$ cat config.mk
export PLATFORM = sky130hd
export DESIGN_NAME = wb_alu
export DESIGN_NICKNAME = d
export VERILOG_FILES = /design/src/rtl/wb_alu_pkg.sv /design/src/rtl/wb_alu_arith.sv /design/src/rtl/wb_alu_shift.sv /design/src/rtl/wb_alu_logic.sv /design/src/rtl/wb_alu_lane.sv /design/src/rtl/wb_alu.sv
export SDC_FILE = /design/constraint.sdc
export NUM_CORES = 1
export LEC_CHECK = 0
export ABC_CLOCK_PERIOD_IN_PS = 6680
export BUFFER_PORTS_ARGS = -buffer_cell sky130_fd_sc_hd__buf_4
export CORE_MARGIN = 2
export CORE_UTILIZATION = 43
export DETAILED_ROUTE_END_ITERATION = 7
export GPL_TIMING_DRIVEN = 1
export PLACE_DENSITY = 0.62
export SETUP_SLACK_MARGIN = 0.4
export SLEW_MARGIN = 30
export SYNTH_ARGS = -nofsm -noshare
export SYNTH_HDL_FRONTEND = slang
export SYNTH_HIERARCHICAL = 1
export SYNTH_SLANG_ARGS = --single-unit
$ cat constraint.sdc
create_clock -name vclk -period 6.68
set_input_delay 0.668 -clock vclk [all_inputs]
set_output_delay 0.668 -clock vclk [all_outputs]
set_load 0.005 [all_outputs]
$ cat src/rtl/wb_alu_pkg.sv
package wb_alu_pkg;
  typedef enum logic [4:0] {
    OP_MOV  = 5'd0,
    OP_CMP  = 5'd1,
    OP_BIT  = 5'd2,
    OP_BIC  = 5'd3,
    OP_BIS  = 5'd4,
    OP_ADD  = 5'd5,
    OP_SUB  = 5'd6,
    OP_CLR  = 5'd7,
    OP_COM  = 5'd8,
    OP_INC  = 5'd9,
    OP_DEC  = 5'd10,
    OP_NEG  = 5'd11,
    OP_ADC  = 5'd12,
    OP_SBC  = 5'd13,
    OP_TST  = 5'd14,
    OP_ROR  = 5'd15,
    OP_ROL  = 5'd16,
    OP_ASR  = 5'd17,
    OP_ASL  = 5'd18,
    OP_SWAB = 5'd19,
    OP_SXT  = 5'd20
  } alu_op_e;

  localparam int FLG_N = 3;
  localparam int FLG_Z = 2;
  localparam int FLG_V = 1;
  localparam int FLG_C = 0;
endpackage

$ cat src/rtl/wb_alu_arith.sv
module wb_alu_arith
  import wb_alu_pkg::*;
#(
  parameter int W = 16
) (
  input  alu_op_e        op_i,
  input  logic [W-1:0]   a_i,
  input  logic [W-1:0]   b_i,
  input  logic           c_i,
  output logic [W-1:0]   res_o,
  output logic           v_o,
  output logic           c_o
);
  logic [W-1:0] x, y;
  logic         cin;
  logic [W:0]   sum;

  // every arithmetic op folds into x + y + cin
  always_comb begin
    x = b_i; y = '0; cin = 1'b0;
    case (op_i)
      OP_ADD: begin x = b_i;  y = a_i;  cin = 1'b0; end
      OP_SUB: begin x = b_i;  y = ~a_i; cin = 1'b1; end
      OP_CMP: begin x = a_i;  y = ~b_i; cin = 1'b1; end
      OP_INC: begin x = b_i;  y = '0;   cin = 1'b1; end
      OP_DEC: begin x = b_i;  y = '1;   cin = 1'b0; end
      OP_NEG: begin x = '0;   y = ~b_i; cin = 1'b1; end
      OP_ADC: begin x = b_i;  y = '0;   cin = c_i;  end
      OP_SBC: begin x = b_i;  y = '1;   cin = ~c_i; end
      default: ;
    endcase
  end

  assign sum   = {1'b0, x} + {1'b0, y} + {{W{1'b0}}, cin};
  assign res_o = sum[W-1:0];
  assign v_o   = (x[W-1] == y[W-1]) && (sum[W-1] != x[W-1]);

  always_comb begin
    case (op_i)
      OP_ADD, OP_ADC:                 c_o = sum[W];
      OP_SUB, OP_CMP, OP_NEG, OP_SBC: c_o = ~sum[W];
      default:                        c_o = c_i;
    endcase
  end
endmodule

$ cat src/rtl/wb_alu_shift.sv
module wb_alu_shift
  import wb_alu_pkg::*;
#(
  parameter int W = 16
) (
  input  alu_op_e      op_i,
  input  logic [W-1:0] b_i,
  input  logic         c_i,
  output logic [W-1:0] res_o,
  output logic         c_o
);
  always_comb begin
    res_o = b_i;
    c_o   = c_i;
    case (op_i)
      OP_ROR: begin res_o = {c_i, b_i[W-1:1]};      c_o = b_i[0];   end
      OP_ROL: begin res_o = {b_i[W-2:0], c_i};      c_o = b_i[W-1]; end
      OP_ASR: begin res_o = {b_i[W-1], b_i[W-1:1]}; c_o = b_i[0];   end
      OP_ASL: begin res_o = {b_i[W-2:0], 1'b0};     c_o = b_i[W-1]; end
      default: ;
    endcase
  end
endmodule

$ cat src/rtl/wb_alu_logic.sv
module wb_alu_logic
  import wb_alu_pkg::*;
#(
  parameter int W = 16
) (
  input  alu_op_e      op_i,
  input  logic [W-1:0] a_i,
  input  logic [W-1:0] b_i,
  input  logic         n_i,
  output logic [W-1:0] res_o
);
  localparam int H = W / 2;

  always_comb begin
    case (op_i)
      OP_MOV:  res_o = a_i;
      OP_BIT:  res_o = a_i & b_i;
      OP_BIC:  res_o = b_i & ~a_i;
      OP_BIS:  res_o = a_i | b_i;
      OP_CLR:  res_o = '0;
      OP_COM:  res_o = ~b_i;
      OP_SWAB: res_o = {b_i[H-1:0], b_i[W-1:H]};
      OP_SXT:  res_o = {W{n_i}};
      default: res_o = b_i;
    endcase
  end
endmodule

$ cat src/rtl/wb_alu_lane.sv
module wb_alu_lane
  import wb_alu_pkg::*;
#(
  parameter int W = 16
) (
  input  alu_op_e      op_i,
  input  logic [W-1:0] a_i,
  input  logic [W-1:0] b_i,
  input  logic [3:0]   flags_i,
  output logic [W-1:0] res_o,
  output logic [3:0]   flags_o
);
  localparam int H = W / 2;

  logic [W-1:0] ar_res, sh_res, lg_res;
  logic         ar_v, ar_c, sh_c;
  logic         n, z, v, c;
  logic         is_shift;

  wb_alu_arith #(.W(W)) u_arith (
    .op_i(op_i), .a_i(a_i), .b_i(b_i), .c_i(flags_i[FLG_C]),
    .res_o(ar_res), .v_o(ar_v), .c_o(ar_c)
  );

  wb_alu_shift #(.W(W)) u_shift (
    .op_i(op_i), .b_i(b_i), .c_i(flags_i[FLG_C]),
    .res_o(sh_res), .c_o(sh_c)
  );

  wb_alu_logic #(.W(W)) u_logic (
    .op_i(op_i), .a_i(a_i), .b_i(b_i), .n_i(flags_i[FLG_N]),
    .res_o(lg_res)
  );

  assign is_shift = op_i inside {OP_ROR, OP_ROL, OP_ASR, OP_ASL};

  always_comb begin
    res_o = b_i;
    n = flags_i[FLG_N];
    z = flags_i[FLG_Z];
    v = flags_i[FLG_V];
    c = flags_i[FLG_C];
    case (op_i)
      OP_MOV, OP_BIT, OP_BIC, OP_BIS: begin res_o = lg_res; v = 1'b0; end
      OP_CLR, OP_TST, OP_SWAB: begin res_o = lg_res; v = 1'b0; c = 1'b0; end
      OP_COM: begin res_o = lg_res; v = 1'b0; c = 1'b1; end
      OP_SXT: begin res_o = lg_res; v = 1'b0; end
      OP_CMP, OP_ADD, OP_SUB, OP_INC, OP_DEC, OP_NEG, OP_ADC, OP_SBC: begin
        res_o = ar_res; v = ar_v; c = ar_c;
      end
      OP_ROR, OP_ROL, OP_ASR, OP_ASL: begin res_o = sh_res; c = sh_c; end
      default: ;
    endcase
    if (op_i <= OP_SXT) begin
      n = res_o[W-1];
      z = ~|res_o;
    end
    if (op_i == OP_SWAB) begin
      n = res_o[H-1];
      z = ~|res_o[H-1:0];
    end
    if (op_i == OP_SXT) begin
      n = flags_i[FLG_N];
      z = ~flags_i[FLG_N];
    end
    if (is_shift) v = n ^ c;
    flags_o = {n, z, v, c};
  end
endmodule

$ cat src/rtl/wb_alu.sv
module wb_alu
  import wb_alu_pkg::*;
#(
  parameter int DATA_W = 16
) (
  input  logic [4:0]        op_i,
  input  logic              byte_i,
  input  logic [DATA_W-1:0] src_i,
  input  logic [DATA_W-1:0] dst_i,
  input  logic [3:0]        flags_i,
  output logic [DATA_W-1:0] res_o,
  output logic              wr_o,
  output logic [3:0]        flags_o
);
  localparam int HALF_W = DATA_W / 2;

  alu_op_e            op;
  logic               use_byte;
  logic [DATA_W-1:0]  wrd_res;
  logic [HALF_W-1:0]  byt_res;
  logic [3:0]         wrd_flg, byt_flg;

  assign op       = alu_op_e'(op_i);
  assign use_byte = byte_i && !(op inside {OP_ADD, OP_SUB, OP_SWAB, OP_SXT});

  wb_alu_lane #(.W(DATA_W)) u_lane_word (
    .op_i(op), .a_i(src_i), .b_i(dst_i), .flags_i(flags_i),
    .res_o(wrd_res), .flags_o(wrd_flg)
  );

  wb_alu_lane #(.W(HALF_W)) u_lane_byte (
    .op_i(op), .a_i(src_i[HALF_W-1:0]), .b_i(dst_i[HALF_W-1:0]), .flags_i(flags_i),
    .res_o(byt_res), .flags_o(byt_flg)
  );

  assign res_o   = use_byte ? {dst_i[DATA_W-1:HALF_W], byt_res} : wrd_res;
  assign flags_o = use_byte ? byt_flg : wrd_flg;
  assign wr_o    = (op <= OP_SXT) && !(op inside {OP_CMP, OP_BIT, OP_TST});
endmodule

==> results of run 1 <==
## power by group through the flow
| stage | registers [mW] | logic, mW | clock network [mW] |
|---|---|---|---|
| finish | 0 | 0.557 | 0 |
| global route | 0 | 0.597 | 0 |
| CTS | 0 | 0.544 | 0 |
| detailed placement | 0 | 0.542 | 0 |
| global placement | 0 | 0.541 | 0 |
| floorplan | 0 | 0.368 | 0 |
## cells by family after synthesis
kind of cell | count (synthesis) | share of synthesized area [%]
AO/OA/AOI/OAI | 366 | 46.7
XOR/XNOR | 37 | 5.40
adder cells (fa/ha/maj) | 27 | 6.11
AND/OR/NAND/NOR | 269 | 24.8
buffers and inverters | 89 | 8.46
multiplexers | 38 | 8.50
## routing by layer
metal / GRT usage, % / wire [microns] / vias to the layer above
met5: 0 / 0 / -
met4: 3.74 / 297 / 0
met3: 2.72 / 1910 / 29
met2: 43.3 / 9570 / 375
met1: 41.3 / 9820 / 3362
li1: - / - / 3278
## synth_stat cells (all sizes together), types with 14 or more instances
cell type	instances	share of area [%]
mux2	31	7.1
nand2	55	3.5
buf	46	5.7
o21ai	61	5.1
and2	28	3.0
a221o	37	6.3
a22o	35	5.1
nor3	15	1.5
o21a	14	1.9
nor2	79	4.9
inv	24	1.5
o211ai	29	3.6
o2111ai	16	2.3
xnor2	31	4.5
nand3	19	1.6
clkbuf	19	1.2
a21oi	68	5.7
ha	22	4.6
## how the worst min path moves through the flow
stage,endpoint,start
floorplan,wr_o,op_i[4]
global placement,res_o[12],dst_i[12]
detailed placement,res_o[12],dst_i[12]
CTS,res_o[12],dst_i[12]
global route,res_o[12],dst_i[12]
finish,res_o[12],dst_i[12]
## through the flow
stage / setup WS (ps) / std cells
finish: 775 / 1018
global route: 429 / 1018
CTS: 840 / 1017
detailed placement: 858 / 1017
global placement: 907 / 1017
floorplan: 1470 / 826
## critical path, stage by stage
cell                       delay [ps]
sky130_fd_sc_hd__buf_4            250
sky130_fd_sc_hd__buf_4            520
sky130_fd_sc_hd__and2b_1          250
sky130_fd_sc_hd__nand3_1          250
sky130_fd_sc_hd__nor2_1           180
sky130_fd_sc_hd__a211oi_1          80
sky130_fd_sc_hd__fa_1             490
sky130_fd_sc_hd__fa_1             410
sky130_fd_sc_hd__nor2b_1          160
sky130_fd_sc_hd__o31a_1           190
sky130_fd_sc_hd__o41ai_1          100
sky130_fd_sc_hd__a31o_2           250
sky130_fd_sc_hd__mux2i_1          210
sky130_fd_sc_hd__nand4b_1         120
sky130_fd_sc_hd__o21ai_0          110
sky130_fd_sc_hd__a22oi_1          110
sky130_fd_sc_hd__o21ai_0          220
sky130_fd_sc_hd__a21bo_2          160
sky130_fd_sc_hd__o211ai_1          80
sky130_fd_sc_hd__mux2_4           270
sky130_fd_sc_hd__buf_4            130
## cell type report
type	count	area share (%)
inverters	24	1.40
multi-input cells	737	86.0
well taps	180	3.51
repair buffers	77	9.13
==> metrics list, run 1 <==
- Ports: 63
* Timing endpoint of the critical path: flags_o[1]
* Clock Buffer Count: 0
- Max-Slew Margin vs Limit: 39.3%
- Outcome: complete, but fails checks
- Failing checks: DRC
- Number of sequential cells in the layout: 0
* Starting density of the core: 43.6%
* Initial antenna violation count: 0
- Min Hold Slack: 1750 ps
- Power spent charging and discharging nets: 310 uW
- Slew @ Worst Pin: 910 ps
- Internal power comes to 247 uW.
- Buffers inserted to repair hold after CTS numbered 0.
* Via-to-Cell Ratio: 6.92
- Summed over all nets, the half-perimeter wirelength after detailed placement is 15.1 mm.
* Worst hold path depth: 3
* Sequential element share of the synthesized area: 0%
* Setup total negative slack: 0 ps
- Buffers added to address setup during post-CTS repair amount to 0.
- Once placement finished, the instance area stood at 6400 sq um.
* Area of the core: 13800 sq um
* Total grt overflow: 0
* Total count of hold-check failures in the final report: 0
* Leakage power summed over all cells: 2.51 nW
* Yosys cell types: 101
* Net switching share of the total power: 55.6%
* Most common cell after layout, fill and taps aside: sky130_fd_sc_hd__nor2_1
- Area occupied by registers: 0 sq um
- Post-layout utilization of the core: 46.6%
- Post-layout min period: 5910 ps
* Final-stage net count: 908
- Synthesized netlist net count: 894
- Multi-input logic area: 5510 sq um
- In this run, the clock network consumes 0% of the power.
- Total power for the finished layout comes to 557 uW.
* Count of input and output buffers: 63
- The cell area that synthesis handed to floorplanning was 6000 sq um.
* Leading cell types in the layout, fill and taps excluded: sky130_fd_sc_hd__nor2_1 (79), sky130_fd_sc_hd__buf_4 (76), sky130_fd_sc_hd__a21oi_1 (68)
- GRT Total Usage: 27.5%
* WP data required: 6010 ps
- Power density normalized to cell area: 86.9 nW/um^2
- Setup violations remaining at the end of the flow were counted as 0.
- Floorplan die area: 14900 sq um
- Initial DRC Count: 1056
- The share of total power dissipated in combinational logic is 100.0%.
- The first global-routing pass estimated 33.0 mm of wire.
* Endpoint class of the critical path: primary output
- Floorplan die width: 122 microns
- Overall via count from detail_route: 7044
- Number of nets still failing antenna checks after routing: 0
- The congestion estimate from routability-driven global placement came to 0.916.
* Class of the most critical setup path: in -> out
- Sort of element at the start of the critical path: primary input
- Post-synthesis area per instance: 7.27 sq um
* Synth Warn #: 6
- Syn Inst Count: 826
- The critical path starts at op_i[2].
* Standard-cell row count: 43
- Timing would allow up to 169 MHz.
* Post-detailed-route wirelength per cell: 21.2 microns
* Number of pins exceeding their max-slew limit in the final report: 0
- The post-route netlist has 19.6% of its cells at a drive strength greater than 1.
- Antenna diode count: 0
- Largest net degree at the start of global routing: 58
- Die Ht: 122 microns
- Across the VDD grid, the largest voltage drop is 0.0000520 V.
- After detailed routing, the total wire length is 21.6 mm.
- The via count of the first global-routing pass was 6031.
- For the worst setup path, the data arrival time is 5240 ps.
* Sequential group share of total power: 0%
- FILL cells: 1439
- Share of the cycle needed by the critical path after routing: 88.4%
- The worst hold path belongs to the class in -> out.
- Post-CTS repair changed the size of 0 cells.
- Across the run, the number of max-cap violations was 0.
- Design Area, Final: 6410 sq um
- After detailed routing, the number of remaining DRC violations is 3.
* Maximum fanout encountered on the critical timing path: 54
* First-pass iteration count of the detailed router: 8
- Setup repair after global routing left no endpoint under its margin.
- Area grow syn2layout: 6.79%
No activity file was read; power rests on OpenSTA's default activity.
==> run 2, diff against run 1 <==
- PLACE_DENSITY: 0.62 -> 0.64
==> run 2 against run 1 <==
Effect of this change: the run now ends clean; die area is the same; via count shrank 0.23%; worst hold slack gained 2.7 ps; cell area shrank 0.27%; non-clock buffer count shrank 2; highest routed layer unchanged.
==> metrics list, run 2 (synthesis results as in run 1) <==
- The peak supply drop is 0.0000489 V (-6.0%).
* Post-detailed-route wirelength per cell: 21.3 microns (+0.54%)
* HPWL reported at the end of detailed placement: 15.2 mm (+0.68%)
- Overall via count from detail_route: 7028 (-0.23%)
- The leakage power of the design is 2.50 nW (-0.47%).
* Design internal power: 247 uW (-0.34%)
- Number of sequential cells in the layout: 0 (unchanged)
* Count of maximum capacitance violations: 0 (unchanged)
- Via-to-Cell Ratio: 6.92 (about the same)
- Final setup fails: 0 (unchanged)
- Global-route wire length before repair: 33.2 mm (+0.56%)
- The met2 track utilization from global routing came to 41.8% (-1.5 points).
- Initial antenna violation count: 0 (unchanged)
* Share of the cycle needed by the critical path after routing: 89.1% (+0.68 points)
- The library cells used most frequently in the layout, excluding fill and tap cells, are sky130_fd_sc_hd__nor2_1 (79), sky130_fd_sc_hd__buf_4 (75), sky130_fd_sc_hd__a21oi_1 (68).
- Slowest stage delay, CP: 640 ps (+120 ps)
- The total power after layout was 556 uW (-0.29%).
- Power density normalized to cell area: 86.9 nW/um^2 (about the same)
* Class of the most critical setup path: in -> out
- The number of buffers added on ports was 63 (unchanged).
* Global routing's busiest layer: met1
- The setup TNS was 0 ps (unchanged).
* Critical Path AT: 5280 ps (+40 ps)
- The transition time at the pin with the least slew margin was 990 ps (+79.2 ps).
- Net switching share of the total power: 55.6% (about the same)
- Residual DRC count: 0 (-3)
* Antenna diode count: 0 (unchanged)
* Via count of the first global-routing pass: 5869 (-2.7%)
- The number of top-level pins was 63 (unchanged).
- The remaining antenna violation count after routing was 0 (unchanged).
* Setup bufs post-CTS: 0 (unchanged)
- Max-Slew Margin vs Limit: 34.0% (-5.3 points)
* Endpoint class of the critical path: primary output
* FILL cells: 1450 (+0.76%)
- The library cell used most frequently in the layout, excluding fill and tap cells, is sky130_fd_sc_hd__nor2_1.
- The total global routing overflow is 0 (unchanged).
* Largest net degree at the start of global routing: 52 (-10%)
- The power share of the sequential group came to 0% (unchanged).
* Hold_buf cts: 0 (unchanged)
* WP data required: 6010 ps (about the same)
* Type of the tightest min-delay check: in -> out
* Starting density of the core: 43.6% (unchanged)
- Area occupied by registers: 0 sq um (unchanged)
- First-pass iteration count of the detailed router: 5 (-3)
- Count of placed standard cells in the final layout, fillers left out: 1016 (-0.20%)
- Floorplan die area: 14900 sq um (unchanged)
- The switching power summed over all nets is 309 uW (-0.25%).
- The most critical setup path has its startpoint at op_i[0].
- Final-stage net count: 906 (-0.22%)
* Post-layout min period: 5950 ps (+45.4 ps)
- Fraction of layout instances using a drive strength above 1: 19.5% (-0.073 points)
- The global placement routability congestion is 0.957 (+4.6%).
- Hold path start: dst_i[15]
- Post-layout utilization of the core: 46.4% (-0.13 points)
- Sort of element at the start of the critical path: primary input
- The signal on the critical path passes through buf_4, nand2b_4, or3_1, o211ai_1, fa_1, inv_1, fa_1, nor2b_1, o2111ai_1, a21oi_1, a41oi_1, xnor2_1, a22o_1, a221o_1, nor3b_1, a31oi_1, o221ai_1, mux2_4, buf_4.
- GRT Total Usage: 27.7% (+0.14 points)
- Part of the power in combinational logic: 100.0% (about the same)
- The first-iteration detailed-routing DRC count was 1197 (+13%).
- Grt met3 use: 2.15% (-0.56 points)
- The run finished with clean final reports.
- Die Ht: 122 microns (unchanged)
* Proportion of power drawn by the clock network: 0% (unchanged)
- The row count came to 43 (unchanged).
- Met1 track demand over resource: 42.7% (+1.5 points)
- The timing-limited maximum frequency came to 168 MHz (-0.76%).
- The area of the placeable core is 13800 sq um (unchanged).
- The number of resized instances in the post-cts repair step came to 0 (unchanged).
* Floorplan die width: 122 microns (unchanged)
* Multi-input logic area: 5520 sq um (about the same)
- The clock buffer count is 0 (unchanged).
* Number of pins exceeding their max-slew limit in the final report: 0 (unchanged)
- The highest fanout seen on the critical path is 45 (-17%).
- Total routed wirelength: 21.7 mm (+0.35%)
- Total count of hold-check failures in the final report: 0 (unchanged)
- CP max stage cell: sky130_fd_sc_hd__or3_1
- From synthesis to final layout, the design area changed by 6.50%.
* Cell count after placement: 1016 (-0.098%)
- Setup repair after global routing left no endpoint under its margin.
-- run 2: cell types whose count changed in the layout (fill, tap and decap cells not counted) --
cell | previous run | this run
sky130_fd_sc_hd__nand3_1 | 19 | 18
sky130_fd_sc_hd__nand3_2 | 0 | 1
sky130_fd_sc_hd__buf_4 | 76 | 75
sky130_fd_sc_hd__buf_8 | 1 | 0
-- run 2: per-stage QoR --
stage	cell area (sq um)	setup WS, ps	hold WS, ps
after floorplan	6000	1470	1390
after global placement	6390	885	1750
after detailed placement	6390	812	1750
after CTS	6390	804	1750
after global routing	6390	468	1770
final	6390	729	1750
-- run 2: layout make-up --
type | instances | share of cell area (%)
inverters | 24 | 1.41
multi-input cells | 737 | 86.3
well taps | 180 | 3.52
repair buffers | 75 | 8.80
-- run 2: critical path, delay by kind of cell --
| family | cells | cell delay [ps] |
|---|---|---|
| muxes | 1 | 180 |
| AOI/OAI and AO/OA | 8 | 1810 |
| and+or+nand+nor | 4 | 1140 |
| buffers and inverters | 3 | 610 |
| adders and majority gates | 2 | 680 |
| xor gates and xnor gates | 1 | 170 |
-- run 2: final timing paths --
kind / to / slack [ps] / depth (start not counted)
worst min-delay path: res_o[15] / 1750 / 3
worst max-delay path: flags_o[2] / 730 / 19
-- run 2: power groups by stage --
| stage | combinational, mW | sequential [mW] | clock (mW) |
|---|---|---|---|
| 3_5_place_dp | 0.539 | 0 | 0 |
| 4_1_cts | 0.541 | 0 | 0 |
| 6_report | 0.556 | 0 | 0 |
| 2_1_floorplan | 0.368 | 0 | 0 |
| 3_3_place_gp | 0.538 | 0 | 0 |
| 5_1_grt | 0.594 | 0 | 0 |
-- run 2: per-layer routing --
metal | routed length, microns | up-vias
li1 | - | 3271
met1 | 9990 | 3333
met2 | 9260 | 392
met3 | 2030 | 32
met4 | 393 | 0
met5 | 0 | -
==> run 3, diff against run 2 <==
- ABC_CLOCK_PERIOD_IN_PS: 6680 -> 7500
- clock period: 6.68 -> 7.5 ns (I/O delays scaled with it)
==> run 3 against run 2 <==
Effect of this change: critical path depth is 1 higher; utilization is 0.064 points higher; clock-buffer cell count stayed put; cell count hardly changed; via count is 1.5% lower; worst setup slack better by 590 ps; worst hold slack better by 160 ps; die area stayed put; sequential share of layout area stayed put; routed wire length is 0.88% lower.
==> metrics list, run 3 (synthesis results as in run 1) <==
* Standard-cell row count: 43 (unchanged)
- In the layout the commonest cells are sky130_fd_sc_hd__nor2_1 (79), sky130_fd_sc_hd__buf_4 (73), sky130_fd_sc_hd__a21oi_1 (68).
* Most common cell after layout, fill and taps aside: sky130_fd_sc_hd__nor2_1
* Power density normalized to cell area: 77.2 nW/um^2 (-11%)
* Final setup fails: 0 (unchanged)
* Initial DRC Count: 1021 (-15%)
- The number of resized instances in the post-cts repair step was 0 (unchanged).
- The maximum number of pins on one net before global-route repair is 56 (+7.7%).
- Post-layout min period: 6180 ps
- The global placement routability congestion is 0.964 (+0.70%).
- Critical path's top delay family: compound AO/OA/AOI/OAI gates
- Setup total negative slack: 0 ps (unchanged)
* Design Area, Final: 6400 sq um (+0.14%)
- The final critical path takes up 82.4% of the cycle.
* Total buffers and inverters traversed by the critical path: 4 (+1)
* Class of the most critical setup path: in -> out
* Total routed wirelength: 21.5 mm (-0.88%)
- The total global routing overflow is 0 (unchanged).
- The post-detailed-route via-to-cell ratio is 6.82 (-1.4%).
- Via count of the first global-routing pass: 6044 (+3.0%)
- In this run the worst hold path is classified as in -> out.
- For hold timing, the worst endpoint is res_o[11].
* Critical path, cell by cell: buf_4, inv_1, or3_1, a211o_1, o211ai_1, fa_1, inv_1, fa_1, nor2b_1, o2111ai_1, a21oi_1, a41oi_1, xnor2_1, a22o_1, a221o_1, nor3b_1, a31oi_1, o221ai_1, mux2_4, buf_4
* CP max stage cell: sky130_fd_sc_hd__a211o_1
- The transition time at the pin with the least slew margin is 912 ps (-77.8 ps).
* Residual DRC count: 0 (unchanged)
* Number of nets still failing antenna checks after routing: 0 (unchanged)
- The cell depth of the worst min-delay path came to 3 (unchanged).
- The leakage power of the design was 2.50 nW (+0.16%).
- The max-slew headroom at the worst pin is 39.2% (+5.2 points).
- Endpoint class of the critical path: primary output
- Setup bufs post-CTS: 0 (unchanged)
* Post-detailed-placement cell area: 6370 sq um (-0.24%)
* Die Ht: 122 microns (unchanged)
- STA classifies the critical path startpoint as a primary input.
- The die boundary width is 122 microns (unchanged).
* Overall via count from detail_route: 6923 (-1.5%)
* Global-route wire length before repair: 33.7 mm (+1.4%)
- Total count of hold-check failures in the final report: 0 (unchanged)
- Clock Buffer Count: 0 (unchanged)
- First-pass iteration count of the detailed router: 7 (+2)
* Area occupied by registers: 0 sq um (unchanged)
- Antenna diode count: 0 (unchanged)
- WP data required: 6750 ps (+740 ps)
- Fraction of layout instances using a drive strength above 1: 19.4% (-0.096 points)
* Hold path start: dst_i[11]
* Count of input and output buffers: 63 (unchanged)
* Initial antenna violation count: 0 (unchanged)
- Critical Path AT: 5430 ps (+150 ps)
- Setup repair after global routing left no endpoint under its margin.
- Count of maximum capacitance violations: 0 (unchanged)
* Floorplan die area: 14900 sq um (unchanged)
* Outcome: finished, final reports clean
- The delay of the slowest cell on the worst path came to 520 ps (-120 ps).
- The final HPWL from detailed placement was 15.1 mm (-0.78%).
- The total count of max-transition violations in the final report came to 0 (unchanged).
- Area grow syn2layout: 6.65%
- Starting density of the core: 43.6% (unchanged)
- Post-detailed-route wirelength per cell: 21.2 microns (-0.78%)
* Area of the core: 13800 sq um (unchanged)
* Final-stage net count: 905 (-0.11%)
* Ports: 63 (unchanged)
- GRT Total Usage: 27.9% (+0.22 points)
- For this run, the top clock speed supported by timing is 162 MHz.
- Maximum fanout encountered on the critical timing path: 44 (-2.2%)
- Worst IR Drop VDD: 0.0000372 V (-24%)
- Hold_buf cts: 0 (unchanged)
- The layout sequential cell count came to 0 (unchanged).
## run 3: worst max-delay path by stage
stage,start,end,slack [ps],cells after the start
floorplan,op_i[1],flags_o[2],2120,22
global placement,op_i[2],flags_o[1],1420,17
detailed placement,op_i[0],flags_o[2],1370,19
CTS,op_i[2],flags_o[1],1370,17
global route,op_i[3],flags_o[1],980,20
finish,op_i[1],flags_o[2],1320,20
## run 3: through the flow
| step | util, % | total power [mW] | hold slack [ps] | instances | setup slack (ps) |
|---|---|---|---|---|---|
| 2_1_floorplan | - | 0.328 | 1550 | 826 | 2120 |
| 6_report | 46.5 | 0.494 | 1910 | 1015 | 1320 |
| 4_1_cts | 46.3 | 0.481 | 1910 | 1014 | 1370 |
| 3_3_place_gp | 46.3 | 0.477 | 1910 | 1014 | 1420 |
| 3_5_place_dp | 46.3 | 0.479 | 1910 | 1014 | 1370 |
| 5_1_grt | 46.5 | 0.532 | 1930 | 1015 | 976 |
## run 3: where the power goes
part | switching, mW | internal (mW) | leakage (nW)
Combinational | 0.274 | 0.221 | 2.50
Sequential | 0 | 0 | 0
Clock | 0 | 0 | 0
Total | 0.274 | 0.221 | 2.50
## run 3: metal layers
metal,up-vias,wire (microns),track usage (%)
met5,-,0,0
li1,3278,-,-
met4,0,403,4.67
met1,3216,9930,42.6
met2,397,9090,42.4
met3,32,2060,2.90
## run 3: cell type report
class                           instances  area (sq um)
Timing Repair Buffer                   74           576
Multi-Input combinational cell        737          5510
Tap cell                              180           225
Inverter                               24          90.1
Fill cell                            1431          7370
